`src/rtl/xbus_pkg.sv`:
```
package xbus_pkg;

   localparam int unsigned MAX_CS   = 6;
   localparam int unsigned CFG_W    = 32;

   typedef enum logic [2:0] {
      ST_IDLE,
      ST_RECOV,
      ST_DELTA,
      ST_STROBE,
      ST_HOLD
   } seq_state_e;

   // packed MSB first: wr_delta sits in [31:24], recov in [3:0]
   typedef struct packed {
      logic [7:0] wr_delta;
      logic [7:0] rd_delta;
      logic [3:0] wr_wait;
      logic [3:0] rd_wait;
      logic [3:0] wr_hold;
      logic [3:0] recov;
   } cs_timing_t;

   function automatic logic [31:0] win_base(input int unsigned i);
      logic [31:0] b;
      case (i)
         0:       b = 32'h1A80_0000;
         1:       b = 32'h1B00_0000;
         2:       b = 32'h1B80_0000;
         3:       b = 32'h1D00_0000;
         4:       b = 32'h1C80_0000;
         default: b = 32'h1C00_0000;
      endcase
      return b;
   endfunction

   function automatic logic [31:0] win_size(input int unsigned i);
      return (i == 3) ? 32'h0800_0000 : 32'h0080_0000;
   endfunction

endpackage

```
`src/rtl/xbus_decode.sv`:
```
module xbus_decode #(
   parameter int unsigned ADDR_W = 32,
   parameter int unsigned NUM_CS = 6,
   parameter int unsigned BA_W   = 9,
   parameter int unsigned IDX_W  = 3
) (
   input  logic [ADDR_W-1:0] addr,
   output logic              hit,
   output logic [IDX_W-1:0]  idx,
   output logic [BA_W-1:0]   ba
);

   logic [NUM_CS-1:0] hit_vec;
   logic [BA_W-1:0]   ba_vec [NUM_CS];

   for (genvar i = 0; i < NUM_CS; i++) begin : g_win
      localparam logic [ADDR_W-1:0] LO = ADDR_W'(xbus_pkg::win_base(i));
      localparam logic [ADDR_W-1:0] HI = ADDR_W'(xbus_pkg::win_base(i) + xbus_pkg::win_size(i));
      logic [ADDR_W-1:0] offs;
      assign offs       = addr - LO;
      assign hit_vec[i] = (addr >= LO) && (addr < HI);
      assign ba_vec[i]  = BA_W'(offs >> 1);
   end

   always_comb begin
      idx = '0;
      ba  = '0;
      for (int i = 0; i < NUM_CS; i++) begin
         if (hit_vec[i]) begin
            idx = IDX_W'(i);
            ba  = ba_vec[i];
         end
      end
   end

   assign hit = |hit_vec;

   // windows never overlap
   always_comb begin
      a_r1_single_window: assert ($onehot0(hit_vec))
         else $error("address matched more than one window");
   end

endmodule

```
`src/rtl/xbus_cfg_regs.sv`:
```
module xbus_cfg_regs #(
   parameter int unsigned NUM_CS = 6,
   parameter int unsigned IDX_W  = 3
) (
   input  logic                       clk,
   input  logic                       rst_n,
   input  logic                       cfg_we,
   input  logic [IDX_W-1:0]           cfg_idx,
   input  logic [xbus_pkg::CFG_W-1:0] cfg_wdata,
   output xbus_pkg::cs_timing_t       timing [NUM_CS]
);

   for (genvar i = 0; i < NUM_CS; i++) begin : g_cs
      xbus_pkg::cs_timing_t word_q;
      always_ff @(posedge clk or negedge rst_n) begin
         if (!rst_n) begin
            word_q <= '0;
         end else if (cfg_we && (cfg_idx == IDX_W'(i))) begin
            word_q <= xbus_pkg::cs_timing_t'(cfg_wdata);
         end
      end
      assign timing[i] = word_q;
   end

endmodule

```
`src/rtl/xbus_seq.sv`:
```
module xbus_seq #(
   parameter int unsigned NUM_CS   = 6,
   parameter int unsigned IDX_W    = 3,
   parameter int unsigned BA_W     = 9,
   parameter int unsigned DATA_W   = 16,
   parameter int unsigned PG_OFF_W = 4
) (
   input  logic                 clk,
   input  logic                 rst_n,
   input  logic                 req_valid,
   input  logic                 req_write,
   input  logic [DATA_W-1:0]    req_wdata,
   output logic                 req_ready,
   input  logic                 dec_hit,
   input  logic [IDX_W-1:0]     dec_idx,
   input  logic [BA_W-1:0]      dec_ba,
   input  xbus_pkg::cs_timing_t timing [NUM_CS],
   output logic                 rsp_valid,
   output logic                 rsp_err,
   output logic [DATA_W-1:0]    rsp_rdata,
   output logic [NUM_CS-1:0]    bus_cs_n,
   output logic                 bus_oe_n,
   output logic                 bus_we_n,
   output logic                 bus_adv_n,
   output logic [BA_W-1:0]      bus_addr,
   output logic [DATA_W-1:0]    bus_dq_o,
   output logic                 bus_dq_oe,
   input  logic [DATA_W-1:0]    bus_dq_i
);
   import xbus_pkg::*;

   localparam int unsigned PG_W  = BA_W - PG_OFF_W;
   localparam int unsigned CNT_W = 8;

   seq_state_e         st_q;
   logic [CNT_W-1:0]   cnt_q;
   logic [IDX_W-1:0]   cur_cs_q;
   logic               cur_wr_q;
   logic [BA_W-1:0]    cur_ba_q;
   logic [DATA_W-1:0]  wdata_q;
   logic [3:0]         t_wait_q;
   logic [3:0]         t_hold_q;
   logic [7:0]         t_delta_q;
   logic               first_q;

   // history used for recovery and page detection
   logic               prev_valid_q;
   logic               prev_read_q;
   logic [IDX_W-1:0]   prev_cs_q;
   logic               rpg_valid_q, wpg_valid_q;
   logic [IDX_W-1:0]   rpg_cs_q, wpg_cs_q;
   logic [PG_W-1:0]    rpg_q, wpg_q;

   logic               rsp_v_q, rsp_e_q;
   logic [DATA_W-1:0]  rsp_d_q;

   // acceptance-time decisions
   cs_timing_t         sel_t;
   logic [3:0]         prev_rec;
   logic               need_rec;
   logic [CNT_W-1:0]   rec_len;
   logic [PG_W-1:0]    dec_pg;
   logic               new_pg;
   logic [7:0]         acc_delta;
   logic [3:0]         acc_wait;

   always_comb begin
      sel_t     = timing[dec_idx];
      prev_rec  = timing[prev_cs_q].recov;
      need_rec  = prev_valid_q && prev_read_q && ((prev_cs_q != dec_idx) || req_write);
      rec_len   = (prev_rec == 4'd0) ? CNT_W'(1) : CNT_W'(prev_rec);
      dec_pg    = dec_ba[BA_W-1:PG_OFF_W];
      if (req_write)
         new_pg = !wpg_valid_q || (wpg_cs_q != dec_idx) || (wpg_q != dec_pg);
      else
         new_pg = !rpg_valid_q || (rpg_cs_q != dec_idx) || (rpg_q != dec_pg);
      acc_delta = new_pg ? (req_write ? sel_t.wr_delta : sel_t.rd_delta) : 8'd0;
      acc_wait  = req_write ? sel_t.wr_wait : sel_t.rd_wait;
   end

   always_ff @(posedge clk or negedge rst_n) begin
      if (!rst_n) begin
         st_q         <= ST_IDLE;
         cnt_q        <= '0;
         cur_cs_q     <= '0;
         cur_wr_q     <= 1'b0;
         cur_ba_q     <= '0;
         wdata_q      <= '0;
         t_wait_q     <= '0;
         t_hold_q     <= '0;
         t_delta_q    <= '0;
         first_q      <= 1'b0;
         prev_valid_q <= 1'b0;
         prev_read_q  <= 1'b0;
         prev_cs_q    <= '0;
         rpg_valid_q  <= 1'b0;
         wpg_valid_q  <= 1'b0;
         rpg_cs_q     <= '0;
         wpg_cs_q     <= '0;
         rpg_q        <= '0;
         wpg_q        <= '0;
         rsp_v_q      <= 1'b0;
         rsp_e_q      <= 1'b0;
         rsp_d_q      <= '0;
      end else begin
         rsp_v_q <= 1'b0;
         first_q <= 1'b0;
         case (st_q)
            ST_IDLE: begin
               if (req_valid) begin
                  if (!dec_hit) begin
                     rsp_v_q <= 1'b1;
                     rsp_e_q <= 1'b1;
                     rsp_d_q <= '0;
                  end else begin
                     cur_cs_q     <= dec_idx;
                     cur_wr_q     <= req_write;
                     cur_ba_q     <= dec_ba;
                     wdata_q      <= req_wdata;
                     t_wait_q     <= acc_wait;
                     t_hold_q     <= sel_t.wr_hold;
                     t_delta_q    <= acc_delta;
                     prev_valid_q <= 1'b1;
                     prev_read_q  <= !req_write;
                     prev_cs_q    <= dec_idx;
                     if (req_write) begin
                        wpg_valid_q <= 1'b1;
                        wpg_cs_q    <= dec_idx;
                        wpg_q       <= dec_pg;
                     end else begin
                        rpg_valid_q <= 1'b1;
                        rpg_cs_q    <= dec_idx;
                        rpg_q       <= dec_pg;
                     end
                     if (need_rec) begin
                        st_q  <= ST_RECOV;
                        cnt_q <= rec_len - 1'b1;
                     end else if (acc_delta != 8'd0) begin
                        st_q  <= ST_DELTA;
                        cnt_q <= CNT_W'(acc_delta) - 1'b1;
                     end else begin
                        st_q    <= ST_STROBE;
                        cnt_q   <= CNT_W'(acc_wait);
                        first_q <= 1'b1;
                     end
                  end
               end
            end
            ST_RECOV: begin
               if (cnt_q != '0) begin
                  cnt_q <= cnt_q - 1'b1;
               end else if (t_delta_q != 8'd0) begin
                  st_q  <= ST_DELTA;
                  cnt_q <= CNT_W'(t_delta_q) - 1'b1;
               end else begin
                  st_q    <= ST_STROBE;
                  cnt_q   <= CNT_W'(t_wait_q);
                  first_q <= 1'b1;
               end
            end
            ST_DELTA: begin
               if (cnt_q != '0) begin
                  cnt_q <= cnt_q - 1'b1;
               end else begin
                  st_q    <= ST_STROBE;
                  cnt_q   <= CNT_W'(t_wait_q);
                  first_q <= 1'b1;
               end
            end
            ST_STROBE: begin
               if (cnt_q != '0) begin
                  cnt_q <= cnt_q - 1'b1;
               end else if (cur_wr_q) begin
                  st_q  <= ST_HOLD;
                  cnt_q <= CNT_W'(t_hold_q);
               end else begin
                  st_q    <= ST_IDLE;
                  rsp_v_q <= 1'b1;
                  rsp_e_q <= 1'b0;
                  rsp_d_q <= bus_dq_i;
               end
            end
            ST_HOLD: begin
               if (cnt_q != '0) begin
                  cnt_q <= cnt_q - 1'b1;
               end else begin
                  st_q    <= ST_IDLE;
                  rsp_v_q <= 1'b1;
                  rsp_e_q <= 1'b0;
                  rsp_d_q <= '0;
               end
            end
            default: st_q <= ST_IDLE;
         endcase
      end
   end

   logic cs_active;
   assign cs_active = (st_q == ST_DELTA) || (st_q == ST_STROBE) || (st_q == ST_HOLD);

   for (genvar i = 0; i < NUM_CS; i++) begin : g_csn
      assign bus_cs_n[i] = !(cs_active && (cur_cs_q == IDX_W'(i)));
   end

   assign req_ready = (st_q == ST_IDLE);
   assign bus_oe_n  = !((st_q == ST_STROBE) && !cur_wr_q);
   assign bus_we_n  = !((st_q == ST_STROBE) && cur_wr_q);
   assign bus_adv_n = !((st_q == ST_STROBE) && first_q);
   assign bus_dq_oe = cur_wr_q && ((st_q == ST_STROBE) || (st_q == ST_HOLD));
   assign bus_addr  = cur_ba_q;
   assign bus_dq_o  = wdata_q;
   assign rsp_valid = rsp_v_q;
   assign rsp_err   = rsp_e_q;
   assign rsp_rdata = rsp_d_q;

   // at most one chip select active
   a_r1_cs_onehot: assert property (@(posedge clk) disable iff (!rst_n)
      $onehot0(~bus_cs_n));

   // error responses carry zero data
   a_r2_err_zero: assert property (@(posedge clk) disable iff (!rst_n)
      (rsp_valid && rsp_err) |-> (rsp_rdata == '0));

   // address valid only marks the opening edge of a strobe
   a_r3_adv_first: assert property (@(posedge clk) disable iff (!rst_n)
      !bus_adv_n |-> $fell(bus_oe_n && bus_we_n));

   // a write strobe is always followed by a hold cycle
   a_r4_hold_after_we: assert property (@(posedge clk) disable iff (!rst_n)
      $rose(bus_we_n) |-> (bus_dq_oe && !(&bus_cs_n)));

   // no strobe or drive while every chip select is high
   a_r6_idle_quiet: assert property (@(posedge clk) disable iff (!rst_n)
      (&bus_cs_n) |-> (bus_oe_n && bus_we_n && bus_adv_n && !bus_dq_oe));

   // a response only appears while a new request can be taken
   a_r7_rsp_when_ready: assert property (@(posedge clk) disable iff (!rst_n)
      rsp_valid |-> req_ready);

   // never drive the data bus while the device may drive it
   a_r8_no_contention: assert property (@(posedge clk) disable iff (!rst_n)
      bus_dq_oe |-> (bus_oe_n && !(&bus_cs_n)));

endmodule

```
`src/rtl/xbus_ctrl.sv`:
```
module xbus_ctrl #(
   parameter int unsigned ADDR_W   = 32,
   parameter int unsigned DATA_W   = 16,
   parameter int unsigned BA_W     = 9,
   parameter int unsigned NUM_CS   = 6,
   parameter int unsigned PG_OFF_W = 4,
   localparam int unsigned IDX_W   = (NUM_CS > 1) ? $clog2(NUM_CS) : 1
) (
   input  logic                       clk,
   input  logic                       rst_n,
   input  logic                       req_valid,
   output logic                       req_ready,
   input  logic                       req_write,
   input  logic [ADDR_W-1:0]          req_addr,
   input  logic [DATA_W-1:0]          req_wdata,
   output logic                       rsp_valid,
   output logic                       rsp_err,
   output logic [DATA_W-1:0]          rsp_rdata,
   input  logic                       cfg_we,
   input  logic [IDX_W-1:0]           cfg_idx,
   input  logic [xbus_pkg::CFG_W-1:0] cfg_wdata,
   output logic [NUM_CS-1:0]          bus_cs_n,
   output logic                       bus_oe_n,
   output logic                       bus_we_n,
   output logic                       bus_adv_n,
   output logic [BA_W-1:0]            bus_addr,
   output logic [DATA_W-1:0]          bus_dq_o,
   output logic                       bus_dq_oe,
   input  logic [DATA_W-1:0]          bus_dq_i
);

   initial begin
      a_cfg_num_cs: assert (NUM_CS >= 1 && NUM_CS <= xbus_pkg::MAX_CS)
         else $error("NUM_CS out of range");
      a_cfg_addr_w: assert (ADDR_W == 32)
         else $error("window map needs a 32-bit address");
      a_cfg_ba_w: assert (BA_W > PG_OFF_W && BA_W < ADDR_W)
         else $error("bus address width inconsistent");
      a_cfg_data_w: assert (DATA_W >= 8)
         else $error("data width too small");
   end

   logic                 dec_hit;
   logic [IDX_W-1:0]     dec_idx;
   logic [BA_W-1:0]      dec_ba;
   xbus_pkg::cs_timing_t timing [NUM_CS];

   xbus_decode #(
      .ADDR_W (ADDR_W),
      .NUM_CS (NUM_CS),
      .BA_W   (BA_W),
      .IDX_W  (IDX_W)
   ) u_decode (
      .addr (req_addr),
      .hit  (dec_hit),
      .idx  (dec_idx),
      .ba   (dec_ba)
   );

   xbus_cfg_regs #(
      .NUM_CS (NUM_CS),
      .IDX_W  (IDX_W)
   ) u_cfg (
      .clk       (clk),
      .rst_n     (rst_n),
      .cfg_we    (cfg_we),
      .cfg_idx   (cfg_idx),
      .cfg_wdata (cfg_wdata),
      .timing    (timing)
   );

   xbus_seq #(
      .NUM_CS   (NUM_CS),
      .IDX_W    (IDX_W),
      .BA_W     (BA_W),
      .DATA_W   (DATA_W),
      .PG_OFF_W (PG_OFF_W)
   ) u_seq (
      .clk       (clk),
      .rst_n     (rst_n),
      .req_valid (req_valid),
      .req_write (req_write),
      .req_wdata (req_wdata),
      .req_ready (req_ready),
      .dec_hit   (dec_hit),
      .dec_idx   (dec_idx),
      .dec_ba    (dec_ba),
      .timing    (timing),
      .rsp_valid (rsp_valid),
      .rsp_err   (rsp_err),
      .rsp_rdata (rsp_rdata),
      .bus_cs_n  (bus_cs_n),
      .bus_oe_n  (bus_oe_n),
      .bus_we_n  (bus_we_n),
      .bus_adv_n (bus_adv_n),
      .bus_addr  (bus_addr),
      .bus_dq_o  (bus_dq_o),
      .bus_dq_oe (bus_dq_oe),
      .bus_dq_i  (bus_dq_i)
   );

endmodule

```
`config.mk`:
```
export PLATFORM = sky130hd
export DESIGN_NAME = xbus_ctrl
export DESIGN_NICKNAME = d
export VERILOG_FILES = /design/src/rtl/xbus_pkg.sv /design/src/rtl/xbus_decode.sv /design/src/rtl/xbus_cfg_regs.sv /design/src/rtl/xbus_seq.sv /design/src/rtl/xbus_ctrl.sv
export SDC_FILE = /design/constraint.sdc
export NUM_CORES = 1
export LEC_CHECK = 0
export BUFFER_PORTS_ARGS = -buffer_cell sky130_fd_sc_hd__buf_2
export CAP_MARGIN = 20
export CORE_UTILIZATION = 25
export CTS_BUF_LIST = sky130_fd_sc_hd__clkbuf_2
export DETAILED_ROUTE_END_ITERATION = 8
export GPL_ROUTABILITY_DRIVEN = 0
export GPL_TIMING_DRIVEN = 0
export SLEW_MARGIN = 40
export SYNTH_ARGS = -nofsm -noshare
export SYNTH_HDL_FRONTEND = slang
export SYNTH_HIERARCHICAL = 1
export SYNTH_SLANG_ARGS = --single-unit
```
`constraint.sdc`:
```
create_clock -name clk -period 5.09 [get_ports clk]
set_input_delay 0.509 -clock clk [delete_from_list [all_inputs] [get_ports clk]]
set_output_delay 0.509 -clock clk [all_outputs]
set_load 0.01 [all_outputs]
```
==> report_table.html <==
<table>
<tr><th>Metric</th><th>Value</th></tr>
<tr><th colspan="2">GRT</th></tr>
<tr><td>Fraction of met3 tracks used by global routing</td><td>3.80%</td></tr>
<tr><td>Routing layer with the top usage in global route</td><td>met2</td></tr>
<tr><td>Via count of the first global-routing pass</td><td>approximately 11000</td></tr>
<tr><td>Residual overflow from global routing</td><td>0</td></tr>
<tr><td>Met2 GRT Util</td><td>a little under a quarter</td></tr>
<tr><td>Antenna violations before repair</td><td>5</td></tr>
<tr><td>First-pass GRT wire length</td><td>around 62000 um</td></tr>
<tr><td>Maximum number of pins on one net before global-route repair</td><td>80</td></tr>
<tr><td>GRT Util Overall</td><td>13.9%</td></tr>
<tr><td>Met1 Use GR</td><td>17.7%</td></tr>
<tr><th colspan="2">Synth</th></tr>
<tr><td>Top area cells in the synthesized netlist</td><td>dfrtp_1 (51%), mux2_2 (10%), mux4_2 (6.2%), mux2_1 (4.9%), nand2_1 (4.0%)</td></tr>
<tr><td>Post-synthesis area per instance</td><td>12.4 um^2</td></tr>
<tr><td>Synth Flop Type</td><td>dfrtp_1</td></tr>
<tr><td>Part of the Yosys area used for sequential elements</td><td>50.7%</td></tr>
<tr><td>Library cell with the largest summed area after synthesis</td><td>dfrtp_1</td></tr>
<tr><td>Multiplexer share of the synthesized area</td><td>25.3%</td></tr>
<tr><td>Portion of synthesized cell area occupied by the leading cell type</td><td>between 50% and 60%</td></tr>
<tr><td>Share of the synthesized netlist area taken by xor and xnor gates</td><td>between 1.5 and 2%</td></tr>
<tr><td>Summed instance area of the synthesized netlist</td><td>0.0142 mm^2</td></tr>
<tr><td>Synthesized-area fraction occupied by ao, oa, aoi and oai cells</td><td>under 10%</td></tr>
<tr><td>Syn nets</td><td>approximately 1200</td></tr>
<tr><td>Count of synthesis-stage warnings from yosys</td><td>6</td></tr>
<tr><td>Number of instances in the synthesized netlist</td><td>approximately 1100</td></tr>
<tr><td>Proportion of register bits with asynchronous set or reset after synthesis</td><td>100%</td></tr>
<tr><td>Post-synthesis sequential element count</td><td>~290</td></tr>
<tr><td>Main combinational cell family by area after synthesis</td><td>multiplexers</td></tr>
<tr><td>Post-synthesis simple-gate area fraction</td><td>10.4%</td></tr>
<tr><td>Count of flip-flops with a built-in enable after synthesis</td><td>0</td></tr>
<tr><td>Distinct cell type count after synthesis</td><td>slightly above 80</td></tr>
<tr><td>Arithmetic-cell share of the synthesized area counting full adders, half adders and majority gates</td><td>less than 1%</td></tr>
<tr><th colspan="2">Worst setup path</th></tr>
<tr><td>Family of cells with the greatest summed delay on the critical path</td><td>compound AO/OA/AOI/OAI gates</td></tr>
<tr><td>Crit path max fanout</td><td>10</td></tr>
<tr><td>Required time at the endpoint of the critical path</td><td>around 6 ns</td></tr>
<tr><td>Launching element type of the critical path</td><td>input pin</td></tr>
<tr><td>Critical Path, Cell by Cell</td><td>buf_2 &gt; and3b_4 &gt; mux2i_2 &gt; a21oi_2 &gt; buf_2 &gt; buf_2 &gt; mux4_2 &gt; mux2i_1 &gt; o21ai_0 &gt; nand2_1 &gt; ha_1 &gt; buf_1 &gt; o21ai_0 &gt; o211ai_2 &gt; a211oi_1 &gt; o21a_1</td></tr>
<tr><td>Crit Path Category</td><td>in -&gt; reg</td></tr>
<tr><td>CP max stage cell</td><td>o21ai_0</td></tr>
<tr><td>Worst path arrival time</td><td>around 4.8 ns</td></tr>
<tr><td>Buffers and inverters on the worst path</td><td>4</td></tr>
<tr><td>Slowest stage delay, CP</td><td>around 0.44 ns</td></tr>
<tr><td>Category of the worst setup path capture point</td><td>flop</td></tr>
<tr><td>Most used cell, CP</td><td>buf_2</td></tr>
<tr><th colspan="2">STA</th></tr>
<tr><td>Hold Violations, Final</td><td>0</td></tr>
<tr><td>Number of max-slew violations in the final report</td><td>0</td></tr>
<tr><td>Post-route worst hold slack</td><td>approximately 0.15 ns</td></tr>
<tr><td>Achievable clock frequency</td><td>259 MHz</td></tr>
<tr><td>Worst setup slack after layout</td><td>~1.2 ns</td></tr>
<tr><td>Worst-Margin Slew</td><td>0.822 ns</td></tr>
<tr><td>Period minus WS final</td><td>3.86 ns</td></tr>
<tr><td>Final TNS setup</td><td>0 ns</td></tr>
<tr><td>Endpoints failing setup</td><td>0</td></tr>
<tr><td>Ratio of final minimum period to clock period</td><td>75.9%</td></tr>
<tr><td>Largest clock skew in the final design</td><td>roughly 0.045 ns</td></tr>
<tr><td>Unrepaired setup endpoints after global routing</td><td>no</td></tr>
<tr><td>Max-Slew Margin vs Limit</td><td>between 40 and 50%</td></tr>
<tr><th colspan="2">CTS</th></tr>
<tr><td>Insertion delay to the later sink of the worst-skew pair</td><td>between 0.9 and 1 ns</td></tr>
<tr><td>Max clock buf depth</td><td>3</td></tr>
<tr><td>Quantity of gates resized following cts</td><td>0</td></tr>
<tr><td>Root buffer cell</td><td>clkbuf_2</td></tr>
<tr><td>Clock-pin slew of the registers on the worst-case setup and hold paths</td><td>approximately 0.11 ns</td></tr>
<tr><td>H-tree depth reported by CTS</td><td>3</td></tr>
<tr><td>CTS tree</td><td>built</td></tr>
<tr><td>Clock sink count</td><td>roughly 290</td></tr>
<tr><td>Number of hold buffers added after cts</td><td>86</td></tr>
<tr><td>Clock buffer count from CTS</td><td>83</td></tr>
<tr><td>Count of buffers added by post-CTS timing repair for setup</td><td>0</td></tr>
<tr><th colspan="2">Drt</th></tr>
<tr><td>Via count of the routed design</td><td>roughly 10000</td></tr>
<tr><td>DRT Pass-1 Iters</td><td>7</td></tr>
<tr><td>Remaining DRCs</td><td>0</td></tr>
<tr><td>Total wire length</td><td>~40000 um</td></tr>
<tr><td>Detailed-route wire length per cell</td><td>roughly 17 um</td></tr>
<tr><td>DRT antenna net count</td><td>0</td></tr>
<tr><td>First DRT Iteration DRCs</td><td>653</td></tr>
<tr><td>Via density per instance</td><td>about 4.6</td></tr>
<tr><th colspan="2">Run</th></tr>
<tr><td>Max-cap violations</td><td>0</td></tr>
<tr><th colspan="2">Floorplanning</th></tr>
<tr><td>Width of the chip</td><td>between 200 and 250 um</td></tr>
<tr><td>Number of placement rows</td><td>86</td></tr>
<tr><td>Die H</td><td>240 um</td></tr>
<tr><td>Core ar.</td><td>roughly 0.056 mm^2</td></tr>
<tr><td>Full die area</td><td>about 0.058 mm^2</td></tr>
<tr><td>Number of top-level design ports</td><td>about 160</td></tr>
<tr><td>Starting utilization of the core area</td><td>25.5%</td></tr>
<tr><th colspan="2">Layout</th></tr>
<tr><td>Total area of multi-input combinational cells</td><td>about 0.0065 mm^2</td></tr>
<tr><td>Sequential cell area</td><td>around 0.0072 mm^2</td></tr>
<tr><td>Proportion of layout cells with a drive suffix above 1</td><td>between 30% and 40%</td></tr>
<tr><td>Filler cell count</td><td>around 5700</td></tr>
<tr><td>Core occupancy in the finished layout</td><td>between 30% and 40%</td></tr>
<tr><td>Nets</td><td>between 1500 and 2000</td></tr>
<tr><td>Layout Cells excl Fill</td><td>roughly 2300</td></tr>
<tr><td>Finished layout cell area</td><td>roughly 0.018 mm^2</td></tr>
<tr><td>Synth-to-layout area growth</td><td>24.1%</td></tr>
<tr><th colspan="2">Power and ir drop</th></tr>
<tr><td>Peak supply drop</td><td>0.132 mV</td></tr>
<tr><td>Post-route total power</td><td>~6.4 mW</td></tr>
<tr><td>Cell leakage power</td><td>7.89 nW</td></tr>
<tr><td>Power density over cell area</td><td>between 300 and 400 mW/mm^2</td></tr>
<tr><th colspan="2">Placed design</th></tr>
<tr><td>DP Area</td><td>between 0.015 and 0.02 mm^2</td></tr>
<tr><td>Dpl ws</td><td>~0.21 ns</td></tr>
<tr><td>Inst Count DP</td><td>2035</td></tr>
<tr><td>Placed wire-length estimate</td><td>27600 um</td></tr>
<tr><td>Count of buffers inserted at the top-level ports</td><td>142</td></tr>
<tr><th colspan="2">Status</th></tr>
<tr><td>Result of the run</td><td>finished, final reports clean</td></tr>
<tr><th colspan="2">Worst hold path</th></tr>
<tr><td>Classification of the worst-slack hold path</td><td>in -&gt; reg</td></tr>
</table>
[worst register-to-register path: stages (launching register included)]
cell and delay (ns):
dfrtp_1 0.34, clkbuf_1 0.41, clkbuf_1 0.49, mux4_2 0.59
a22oi_1 0.34, a21boi_0 0.31, ha_1 0.23, a31oi_1 0.15
nand2_1 0.16, nor3_1 0.08, a211oi_1 0.26
[area by class of cell]
class	instances	share of cell area, %
Inverter	30	0.641
Antenna cell	3	0.0428
Tap cell	748	5.33
Timing Repair Buffer	233	9.72
Clock inverter	22	0.705
Sequential cell	287	40.9
Clock buffer	125	3.56
Buffer	65	2.35
Multi-Input combinational cell	758	36.8
[worst paths after layout]
check / start / to / slack (ns) / cells past startpoint
max: req_addr[29] / u_seq/cnt_q[6] / 1.23 / 16
min reg2reg: u_seq/bus_dq_o[14] / u_seq/bus_dq_o[14] / 0.47 / 2
max in group asynchronous: rst_n / u_seq/wpg_cs_q[0] / 3.64 / 5
min: req_addr[30] / u_seq/bus_addr[4] / 0.15 / 6
min in group asynchronous: rst_n / u_cfg/timing[130] / 0.63 / 4
max reg2reg: u_seq/prev_cs_q[0] / u_seq/cnt_q[7] / 1.66 / 10
[power breakdown]
| group | switching [mW] | internal [mW] | total (mW) |
|---|---|---|---|
| sequential | 0.253 | 2.73 | 2.99 |
| clock | 1.03 | 0.708 | 1.74 |
| combinational | 0.838 | 0.823 | 1.66 |
[registers in the layout, indices dropped and copies added, names as in the netlist, 4 cells and up]
signal,cells
u_seq/t_wait_q,4
u_seq/t_delta_q,8
u_seq/bus_dq_o,16
u_seq/bus_addr,9
u_cfg/timing,192
u_seq/cnt_q,8
u_seq/rsp_rdata,16
u_seq/wpg_q,5
u_seq/t_hold_q,4
u_seq/rpg_q,5
[cell usage in the layout, fill, tap and decap left out, types with 9 or more instances in the layout]
cell,instances
a22oi_1,9
buf_2,157
buf_6,10
clkbuf_1,27
clkbuf_2,125
clkinv_1,12
dfrtp_1,287
dlygate4sd3_1,85
inv_1,30
mux2_1,62
mux2_2,131
mux2_4,20
mux2i_1,21
mux4_2,39
nand2_1,151
nand2b_1,10
nand3_1,27
nor2_1,37
nor3_1,16
o21a_1,10
o21ai_0,48
xnor2_1,15
xor2_1,16
[cell families after synthesis]
kind of cell             count (synthesis)
flip-flops                             287
AO/OA/AOI/OAI                          147
adder cells (fa/ha/maj)                  5
XOR/XNOR                                31
AND/OR/NAND/NOR                        301
buffers and inverters                   95
multiplexers                           274
[cell usage after synthesis, types with 20 or more instances]
master / instances
mux4_2: 39
inv_1: 30
clkbuf_1: 27
dfrtp_1: 287
mux2_4: 20
mux2i_1: 21
nand3_1: 27
mux2_2: 131
o21ai_0: 48
mux2_1: 62
nand2_1: 151
nor2_1: 38
[metal layers]
layer	vias to the layer above	part of all wire, %
li1	4807	-
met1	5195	45
met2	285	47
met3	75	5.3
met4	6	2.7
met5	-	0.076
Power figures use the tool's default switching activity.
